$ cat config.mk
export PLATFORM = sky130hd
export DESIGN_NAME = dram_rank_pwr_ctl
export DESIGN_NICKNAME = d
export VERILOG_FILES = /design/src/rtl/dram_pwr_pkg.sv /design/src/rtl/sr_policy.sv /design/src/rtl/rank_pwr_unit.sv /design/src/rtl/pwr_seq_fsm.sv /design/src/rtl/dram_rank_pwr_ctl.sv
export SDC_FILE = /design/constraint.sdc
export NUM_CORES = 1
export LEC_CHECK = 0
export BUFFER_PORTS_ARGS = -buffer_cell sky130_fd_sc_hd__buf_2
export CELL_PAD_IN_SITES_DETAIL_PLACEMENT = 0
export CELL_PAD_IN_SITES_GLOBAL_PLACEMENT = 2
export CORE_ASPECT_RATIO = 2
export CORE_UTILIZATION = 32
export DETAILED_ROUTE_END_ITERATION = 12
export PLACE_DENSITY = 0.85
export RECOVER_POWER = 25
export SLEW_MARGIN = 20
export SYNTH_ARGS = -nofsm -noshare
export SYNTH_HDL_FRONTEND = slang
export SYNTH_SLANG_ARGS = --single-unit
$ cat constraint.sdc
create_clock -name clk_i -period 3.1 [get_ports clk_i]
set_input_delay 0.62 -clock clk_i [delete_from_list [all_inputs] [get_ports clk_i]]
set_output_delay 0.62 -clock clk_i [all_outputs]
set_load 0.005 [all_outputs]
$ cat src/rtl/dram_pwr_pkg.sv
package dram_pwr_pkg;
  typedef enum logic [1:0] {
    PS_ACTIVE = 2'd0,
    PS_DEEP   = 2'd1,
    PS_SUSP   = 2'd2,
    PS_OFF    = 2'd3
  } pstate_e;

  typedef enum logic [1:0] {
    OP_PREA = 2'd0,
    OP_REF  = 2'd1,
    OP_SRE  = 2'd2,
    OP_SRX  = 2'd3
  } cmd_op_e;

  typedef enum logic [1:0] {
    RK_UP   = 2'd0,
    RK_PD   = 2'd1,
    RK_EXIT = 2'd2
  } rank_st_e;

  typedef enum logic [3:0] {
    G_RUN, G_PD_PRE, G_REF_UP, G_REF_PRE, G_REF_CMD,
    G_SR_UP, G_SR_PRE, G_SR_ENT, G_SR, G_SR_X, G_SR_W, G_OFF
  } seq_st_e;
endpackage

$ cat src/rtl/sr_policy.sv
module sr_policy
  import dram_pwr_pkg::*;
(
  input  logic [1:0] pstate_i,
  input  logic       gfx_int_i,
  input  logic       gfx_idle_i,
  input  logic       disp_pend_i,
  input  logic       any_req_i,
  output logic       sr_enter_o,
  output logic       sr_hold_o
);
  logic gfx_ok, deep, susp;

  assign deep  = pstate_i == PS_DEEP;
  assign susp  = pstate_i == PS_SUSP;
  // external graphics never vetoes self-refresh
  assign gfx_ok = !gfx_int_i || (gfx_idle_i && !disp_pend_i);

  assign sr_enter_o = !any_req_i && (susp || (deep && gfx_ok));
  assign sr_hold_o  = susp || (deep && gfx_ok && !any_req_i);
endmodule

$ cat src/rtl/rank_pwr_unit.sv
module rank_pwr_unit
  import dram_pwr_pkg::*;
#(
  parameter int IDLE_W  = 8,
  parameter int PDX_LAT = 4
) (
  input  logic              clk_i,
  input  logic              rst_ni,
  input  logic              present_i,
  input  logic              req_i,
  input  logic [IDLE_W-1:0] idle_limit_i,
  input  logic              pd_go_i,
  input  logic              wake_i,
  input  logic              hold_i,
  input  logic              run_i,
  output logic              idle_hit_o,
  output logic              up_o,
  output logic              cke_o,
  output logic              gnt_o
);
  localparam int XW = (PDX_LAT > 1) ? $clog2(PDX_LAT) : 1;

  rank_st_e          st_q;
  logic [IDLE_W-1:0] cnt_q;
  logic [XW-1:0]     xcnt_q;

  always_ff @(posedge clk_i or negedge rst_ni) begin
    if (!rst_ni) begin
      st_q   <= RK_UP;
      cnt_q  <= '0;
      xcnt_q <= '0;
    end else if (hold_i) begin
      st_q   <= RK_UP;
      cnt_q  <= '0;
      xcnt_q <= '0;
    end else begin
      case (st_q)
        RK_UP:   if (pd_go_i) st_q <= RK_PD;
        RK_PD:   if (req_i || wake_i) begin
                   st_q   <= RK_EXIT;
                   xcnt_q <= XW'(PDX_LAT - 1);
                 end
        RK_EXIT: if (xcnt_q == '0) st_q <= RK_UP;
                 else xcnt_q <= xcnt_q - 1'b1;
        default: st_q <= RK_UP;
      endcase
      // idle count restarts on any request or while not awake
      if (st_q != RK_UP || req_i) cnt_q <= '0;
      else if (cnt_q < idle_limit_i) cnt_q <= cnt_q + 1'b1;
    end
  end

  assign up_o       = st_q == RK_UP;
  assign idle_hit_o = present_i && up_o && !req_i && (cnt_q >= idle_limit_i);
  assign cke_o      = present_i && !hold_i && (st_q != RK_PD);
  assign gnt_o      = present_i && run_i && req_i && up_o && !hold_i;


  pd_no_gnt_chk: assert property (@(posedge clk_i) disable iff (!rst_ni)
    (st_q == RK_PD) |=> !gnt_o);
endmodule

$ cat src/rtl/pwr_seq_fsm.sv
module pwr_seq_fsm
  import dram_pwr_pkg::*;
#(
  parameter int NUM_RANKS = 2,
  parameter int SRX_LAT   = 12
) (
  input  logic                 clk_i,
  input  logic                 rst_ni,
  input  logic [1:0]           pstate_i,
  input  logic                 sr_enter_i,
  input  logic                 sr_hold_i,
  input  logic                 ref_due_i,
  input  logic                 precharge_i,
  input  logic [NUM_RANKS-1:0] present_i,
  input  logic [NUM_RANKS-1:0] req_i,
  input  logic [NUM_RANKS-1:0] idle_hit_i,
  input  logic [NUM_RANKS-1:0] up_i,
  input  logic                 cmd_ready_i,
  output logic                 cmd_valid_o,
  output logic [1:0]           cmd_op_o,
  output logic [NUM_RANKS-1:0] cmd_rank_o,
  output logic [NUM_RANKS-1:0] pd_go_o,
  output logic                 run_o,
  output logic                 wake_o,
  output logic                 hold_o,
  output logic                 sr_o,
  output logic                 off_o
);
  localparam int XW = (SRX_LAT > 1) ? $clog2(SRX_LAT) : 1;

  seq_st_e              st_q, st_d;
  logic                 ref_pend_q;
  logic [NUM_RANKS-1:0] pd_mask_q;
  logic [XW-1:0]        xcnt_q;
  logic                 xload, all_up;

  assign all_up = &(up_i | ~present_i);

  always_comb begin
    st_d        = st_q;
    cmd_valid_o = 1'b0;
    cmd_op_o    = OP_PREA;
    cmd_rank_o  = present_i;
    pd_go_o     = '0;
    xload       = 1'b0;
    case (st_q)
      G_RUN: begin
        if (ref_pend_q)                     st_d = G_REF_UP;
        else if (sr_enter_i)                st_d = G_SR_UP;
        else if (precharge_i && |idle_hit_i) st_d = G_PD_PRE;
        else if (!precharge_i)              pd_go_o = idle_hit_i;
      end
      G_PD_PRE: begin
        cmd_valid_o = 1'b1;
        cmd_rank_o  = pd_mask_q;
        if (cmd_ready_i) begin
          pd_go_o = pd_mask_q & idle_hit_i;
          st_d    = G_RUN;
        end
      end
      G_REF_UP:  if (all_up) st_d = G_REF_PRE;
      G_REF_PRE: begin
        cmd_valid_o = 1'b1;
        if (cmd_ready_i) st_d = G_REF_CMD;
      end
      G_REF_CMD: begin
        cmd_valid_o = 1'b1;
        cmd_op_o    = OP_REF;
        if (cmd_ready_i) begin
          pd_go_o = present_i & ~req_i;
          st_d    = G_RUN;
        end
      end
      G_SR_UP: begin
        if (!sr_enter_i) st_d = G_RUN;
        else if (all_up) st_d = G_SR_PRE;
      end
      G_SR_PRE: begin
        cmd_valid_o = 1'b1;
        if (cmd_ready_i) st_d = G_SR_ENT;
      end
      G_SR_ENT: begin
        cmd_valid_o = 1'b1;
        cmd_op_o    = OP_SRE;
        if (cmd_ready_i) st_d = G_SR;
      end
      G_SR: if (!sr_hold_i) st_d = G_SR_X;
      G_SR_X: begin
        cmd_valid_o = 1'b1;
        cmd_op_o    = OP_SRX;
        if (cmd_ready_i) begin
          st_d  = G_SR_W;
          xload = 1'b1;
        end
      end
      G_SR_W: if (xcnt_q == '0) st_d = G_RUN;
      G_OFF: if (pstate_i != PS_OFF) begin
        st_d  = G_SR_W;
        xload = 1'b1;
      end
      default: st_d = G_RUN;
    endcase
    if (pstate_i == PS_OFF) st_d = G_OFF;
  end

  always_ff @(posedge clk_i or negedge rst_ni) begin
    if (!rst_ni) begin
      st_q       <= G_RUN;
      ref_pend_q <= 1'b0;
      pd_mask_q  <= '0;
      xcnt_q     <= '0;
    end else begin
      st_q <= st_d;
      // refresh is moot while memory self-refreshes or is off
      if (st_q == G_SR || st_q == G_OFF)            ref_pend_q <= 1'b0;
      else if (st_q == G_RUN && st_d == G_REF_UP)   ref_pend_q <= 1'b0;
      else if (ref_due_i)                           ref_pend_q <= 1'b1;
      if (st_q == G_RUN && st_d == G_PD_PRE) pd_mask_q <= idle_hit_i;
      if (xload) xcnt_q <= XW'(SRX_LAT - 1);
      else if (st_q == G_SR_W && xcnt_q != '0) xcnt_q <= xcnt_q - 1'b1;
    end
  end

  assign run_o  = st_q == G_RUN;
  assign wake_o = (st_q == G_REF_UP) || (st_q == G_SR_UP);
  assign hold_o = (st_q == G_SR) || (st_q == G_OFF);
  assign sr_o   = st_q == G_SR;
  assign off_o  = st_q == G_OFF;


  pd_pre_stall_chk: assert property (@(posedge clk_i) disable iff (!rst_ni)
    (st_q == G_PD_PRE && !cmd_ready_i && pstate_i != PS_OFF) |=> (cmd_valid_o && cmd_op_o == OP_PREA));
endmodule

$ cat src/rtl/dram_rank_pwr_ctl.sv
module dram_rank_pwr_ctl
  import dram_pwr_pkg::*;
#(
  parameter int NUM_RANKS = 2,
  parameter int IDLE_W    = 8,
  parameter int PDX_LAT   = 4,
  parameter int SRX_LAT   = 12
) (
  input  logic                 clk_i,
  input  logic                 rst_ni,
  input  logic [1:0]           pstate_i,
  input  logic                 gfx_int_i,
  input  logic                 gfx_idle_i,
  input  logic                 disp_pend_i,
  input  logic                 pd_precharge_i,
  input  logic [IDLE_W-1:0]    idle_limit_i,
  input  logic [NUM_RANKS-1:0] rank_present_i,
  input  logic [NUM_RANKS-1:0] rank_req_i,
  input  logic                 ref_due_i,
  input  logic                 cmd_ready_i,
  output logic                 cmd_valid_o,
  output logic [1:0]           cmd_op_o,
  output logic [NUM_RANKS-1:0] cmd_rank_o,
  output logic [NUM_RANKS-1:0] rank_gnt_o,
  output logic [NUM_RANKS-1:0] cke_o,
  output logic [NUM_RANKS-1:0] cs_en_o,
  output logic [NUM_RANKS-1:0] clk_en_o
);
  logic                 sr_enter, sr_hold;
  logic                 run, wake, hold, in_sr, off;
  logic [NUM_RANKS-1:0] idle_hit, up, pd_go, act_req;

  assign act_req = rank_req_i & rank_present_i;

  sr_policy u_policy (
    .pstate_i    (pstate_i),
    .gfx_int_i   (gfx_int_i),
    .gfx_idle_i  (gfx_idle_i),
    .disp_pend_i (disp_pend_i),
    .any_req_i   (|act_req),
    .sr_enter_o  (sr_enter),
    .sr_hold_o   (sr_hold)
  );

  pwr_seq_fsm #(.NUM_RANKS(NUM_RANKS), .SRX_LAT(SRX_LAT)) u_seq (
    .clk_i       (clk_i),
    .rst_ni      (rst_ni),
    .pstate_i    (pstate_i),
    .sr_enter_i  (sr_enter),
    .sr_hold_i   (sr_hold),
    .ref_due_i   (ref_due_i),
    .precharge_i (pd_precharge_i),
    .present_i   (rank_present_i),
    .req_i       (act_req),
    .idle_hit_i  (idle_hit),
    .up_i        (up),
    .cmd_ready_i (cmd_ready_i),
    .cmd_valid_o (cmd_valid_o),
    .cmd_op_o    (cmd_op_o),
    .cmd_rank_o  (cmd_rank_o),
    .pd_go_o     (pd_go),
    .run_o       (run),
    .wake_o      (wake),
    .hold_o      (hold),
    .sr_o        (in_sr),
    .off_o       (off)
  );

  for (genvar r = 0; r < NUM_RANKS; r++) begin : g_rank
    rank_pwr_unit #(.IDLE_W(IDLE_W), .PDX_LAT(PDX_LAT)) u_rank (
      .clk_i        (clk_i),
      .rst_ni       (rst_ni),
      .present_i    (rank_present_i[r]),
      .req_i        (rank_req_i[r]),
      .idle_limit_i (idle_limit_i),
      .pd_go_i      (pd_go[r]),
      .wake_i       (wake),
      .hold_i       (hold),
      .run_i        (run),
      .idle_hit_o   (idle_hit[r]),
      .up_o         (up[r]),
      .cke_o        (cke_o[r]),
      .gnt_o        (rank_gnt_o[r])
    );
  end

  assign cs_en_o  = rank_present_i & {NUM_RANKS{!off}};
  assign clk_en_o = rank_present_i & {NUM_RANKS{!(off || in_sr)}};


  absent_off_chk: assert property (@(posedge clk_i) disable iff (!rst_ni)
    ((cke_o | cs_en_o | clk_en_o | rank_gnt_o) & ~rank_present_i) == '0);

  s4_off_chk: assert property (@(posedge clk_i) disable iff (!rst_ni)
    (pstate_i == PS_OFF) |=> ((cke_o | cs_en_o | clk_en_o) == '0));

  s3_hold_chk: assert property (@(posedge clk_i) disable iff (!rst_ni)
    (in_sr && pstate_i == PS_SUSP) |=> (cke_o == '0 && rank_gnt_o == '0));

  ref_cke_up_chk: assert property (@(posedge clk_i) disable iff (!rst_ni)
    (cmd_valid_o && cmd_op_o == OP_REF) |-> ((cke_o & rank_present_i) == rank_present_i));
endmodule

==> results.py <==
metrics = {
    "finish": {
        "fill_count": 904,
        "layout_common_cells": "35 x dfrtp_1, 33 x buf_2, 31 x inv_1, 31 x nor2_1",
        "fin_nets": 408,
        "n_antenna_cell": 0,
        "most_common_cell_after_layout_fill_and_taps_aside": "dfrtp_1",
        "area_growth_pct": 13.36,
        "post-route-util_pct": 37.34,
        "final_layout_size_suffix_gt1_share_pct": 16.02,
    },
    "global_routing": {
        "grt_util_met2_pct": 33.22,
        "grt_busiest_layer": "met2",
        "overflow": 0,
        "grt_antenna_before_repair": 0,
        "grt_util_all_layers_pct": 18.29,
        "grt_first_pass_wirelength_um": 12310,
        "grt_pass1_vias": 2487,
        "pin_count_of_the_biggest_net_entering_global_routing": 36,
        "grt_use_met3_pct": 2.365,
        "global_route.usage.met1_pct": 19.97,
    },
    "yosys": {
        "synth_compound_area_share_pct": 19.42,
        "async_reset_ff_share_pct": 100.0,
        "synth.yosys.seq_area_share_pct": 30.96,
        "synth-simple-area-share_pct": 23.00,
        "yosys_warnings": 0,
        "netlist_area_mm2": 0.002829,
        "post_synth_xor_area_fraction_pct": 5.882,
        "synthesis.instances": 333,
        "synth_top_family_by_area": "simple AND/OR/NAND/NOR gates",
        "synthMuxAreaShare_pct": 1.858,
        "number_of_flops_mapped_to_enable_cells_by_yosys": 0,
        "syn-num-nets": 380,
        "synth_cell_types": 57,
        "synth-seq-cells": 35,
        "synth_fa_ha_area_share_pct": 11.06,
        "syn_avg_cell_area_um2": 8.495,
        "ys_flop_type": "dfrtp_1",
    },
    "timing": {
        "hold_viol": 0,
        "worst_pin_slew_ns": 2.013,
        "final_min_period_over_clock_period_pct": 94.40,
        "clock_period_minus_worst_slack_ns": 2.926,
        "setup_viol": 0,
        "fin_tns_setup_ns": 0,
        "finalHoldWorstSlack_ns": 0.4961,
        "max_clock_freq_mhz": 341.7,
        "report.final.slew_viol_count": 36,
        "rsz0062_at_grt": "false",
        "timing.slew.headroom_pct": -34.22,
        "clock_skew_ns": 0.004011,
    },
    "power_and_ir_drop": {
        "max-vdd-ir-drop_v": 0.0003163,
        "cellLeakagePower_nw": 1.389,
        "power_density_mw_per_mm2": 701.5,
    },
    "routing": {
        "route.final.wire_length_um": 7521,
        "antenna_left": 0,
        "routed-via-count": 2520,
        "detailedRoute.firstIterationViolations": 116,
        "detail_route.drc_violations": 0,
        "wire_per_inst_um": 16.28,
        "firstDrtPassIters": 4,
        "route.detailed.vias_per_inst": 5.455,
    },
    "floorplanning": {
        "chip_height_um": 135.0,
        "core_area_mm2": 0.008588,
        "die_area_mm2": 0.009243,
        "die_w_um": 68.49,
        "start_util_pct": 32.94,
        "boundaryPins": 35,
        "fp-row-count": 48,
    },
    "placement": {
        "post-dp-hpwl_um": 5979,
        "port_buffers": 34,
        "place.gp.congestion": 0.8348,
    },
    "hold_path": {
        "min_path_type": "reg -> reg",
    },
    "worst_setup_path": {
        "worst_ep_required_time_ns": 2.48,
        "critPathKind": "reg -> out",
        "endpoint_kind": "output pin",
        "crit_chain": "nand2_1 > or3_1 > nand2_1 > nor3_1 > buf_2",
        "cp_num_buf_inv": 1,
        "cp_common_cell": "nand2_1",
        "timing.critical_path.arrival_ns": 2.31,
        "timing.critical_path.slowest_stage_cell": "dfrtp_1",
        "worst_setup_path_start_kind": "flip-flop",
        "ff2ff_setup_slack_ns": 0.83,
        "path_max_fanout": 14,
        "max_stage_delay_ns": 0.70,
        "critical-path-top-delay-family": "simple AND/OR/NAND/NOR gates",
    },
    "outcome": {
        "violated_checks": "max-capacitance violations, max-slew violations",
        "status": "complete, but fails checks",
    },
    "cts": {
        "postCtsHoldBufs": 0,
        "worst_case_clock_buffer_depth": 2,
        "cts-htree-levels": 2,
        "post_cts_resized": 0,
        "clkSinkCount": 35,
        "clk_root_buffer_cell": "clkbuf_16",
        "clk_latency_ns": 0.28,
        "number_of_setup_buffers_added_after_cts": 0,
        "number_of_buffers_created_by_cts": 5,
        "clock_tree_from_tritoncts": "done",
        "clock_edge_transition_at_the_registers_on_the_reported_setup_and_hold_paths_ns": 0.06,
    },
    "job": {
        "maxCapViolations": 1,
    },
}
==> flip-flops by register name, summed over array words and instances (netlist names) <==
signal / flops
u_seq.xcnt_q: 4
u_seq.st_q: 4
g_rank.u_rank.st_q: 4
u_seq.ref_pend_q: 1
g_rank.u_rank.cnt_q: 16
u_seq.pd_mask_q: 2
g_rank.u_rank.xcnt_q: 4
==> worst paths after layout <==
path                                                        startpoint  depth (start not counted)                                      to
worst max-delay path                           u_seq.st_q[3]$_DFF_PN0_                          5                           rank_gnt_o[0]
worst min-delay path            g_rank[0].u_rank.xcnt_q[1]$_DFFE_PN0P_                          1  g_rank[0].u_rank.xcnt_q[1]$_DFFE_PN0P_
worst max register to register   g_rank[0].u_rank.cnt_q[5]$_DFFE_PN0P_                          7                 u_seq.st_q[0]$_DFF_PN0_
worst min register to register  g_rank[0].u_rank.xcnt_q[1]$_DFFE_PN0P_                          1  g_rank[0].u_rank.xcnt_q[1]$_DFFE_PN0P_
max in group asynchronous                                       rst_ni                          1    g_rank[0].u_rank.st_q[0]$_DFFE_PN0P_
min in group asynchronous                                       rst_ni                          1   g_rank[0].u_rank.cnt_q[2]$_DFFE_PN0P_
==> worst reg2reg max path, stage by stage (launching register included) <==
cell and delay, ns:
dfrtp_1 0.43, ha_1 0.33, a21oi_1 0.07, o21ai_1 0.47
nand2b_1 0.19, and3_1 0.23, a2111o_1 0.41, nand3_1 0.09
==> metal layers <==
| layer | vias up | wire (µm) |
|---|---|---|
| met5 | - | 0 |
| li1 | 1241 | - |
| met1 | 1199 | 2846 |
| met2 | 67 | 4182 |
| met4 | 0 | 198 |
| met3 | 13 | 293 |
==> area by class of cell <==
type                       instances  area (µm²)  share of cell area, %
sequential                        35       875.8                  27.31
clock buffer                       6       138.9                  4.331
clock inverter                     2       35.03                  1.092
inverter                          31       116.4                  3.629
multi-input combinational        252        1732                  54.00
timing repair buffer              36       183.9                  5.735
tap                              100       125.1                  3.902
==> kinds of logic (layout without fill, tap and decap cells) <==
| logic type | Yosys count | count (layout) |
|---|---|---|
| AO/OA/AOI/OAI | 79 | 79 |
| multiplexers | 5 | 5 |
| AND/OR/NAND/NOR | 124 | 124 |
| XOR/XNOR | 19 | 19 |
| adder cells (fa/ha/maj) | 25 | 25 |
| flip-flops | 35 | 35 |
| buffers and inverters | 46 | 75 |
==> power breakdown <==
group          internal [mW]  switching (mW)
sequential             0.546           0.163
clock                  0.400           0.202
combinational          0.386           0.553
total                   1.33           0.917
==> metrics by stage <==
| step | cells | cell area [µm²] | worst slack [ns] | power (mW) |
|---|---|---|---|---|
| 2_1_floorplan | 333 | 2829 | 0.8544 | 1.428 |
| 3_3_place_gp | 454 | 3034 | 0.4913 | 1.652 |
| 3_5_place_dp | 454 | 3034 | 0.5238 | 1.663 |
| 4_1_cts | 462 | 3208 | 0.2080 | 2.271 |
| 5_1_grt | 462 | 3207 | 0.09507 | 2.434 |
| 6_report | 462 | 3207 | 0.1736 | 2.249 |
==> cell usage after synthesis (2+ instances only) <==
cell type  number  area, µm²
a2111o_1        2      22.52
a21boi_0        2      15.01
a21oi_1        25      125.1
a22o_1          2      17.52
a22oi_1         2      15.01
a22oi_2         2      25.02
a31o_2          2      17.52
a31oi_1         4      25.02
and2_1          2      12.51
and3_1          2      12.51
buf_2           3      15.01
buf_4           4      30.03
buf_6           4      45.04
clkbuf_1        4      15.01
dfrtp_1        35      875.8
ha_1           25      312.8
inv_1          31      116.4
mux2_2          2      22.52
mux2i_1         3      30.03
nand2_1        23      86.33
nand2b_1        4      25.02
nand3_1         6      30.03
nand3b_1        3      22.52
nand4_1         9      56.30
nor2_1         31      116.4
nor2b_1         7      43.79
nor3_1         13      65.06
nor3b_1         2      15.01
nor4_1         12      75.07
o211ai_1        4      30.03
o21ai_0        16      80.08
o21ai_1         3      15.01
o31ai_1         2      15.01
or3_1           2      12.51
xnor2_1        18      157.7
Note: power is estimated with default switching activity, not from simulation.
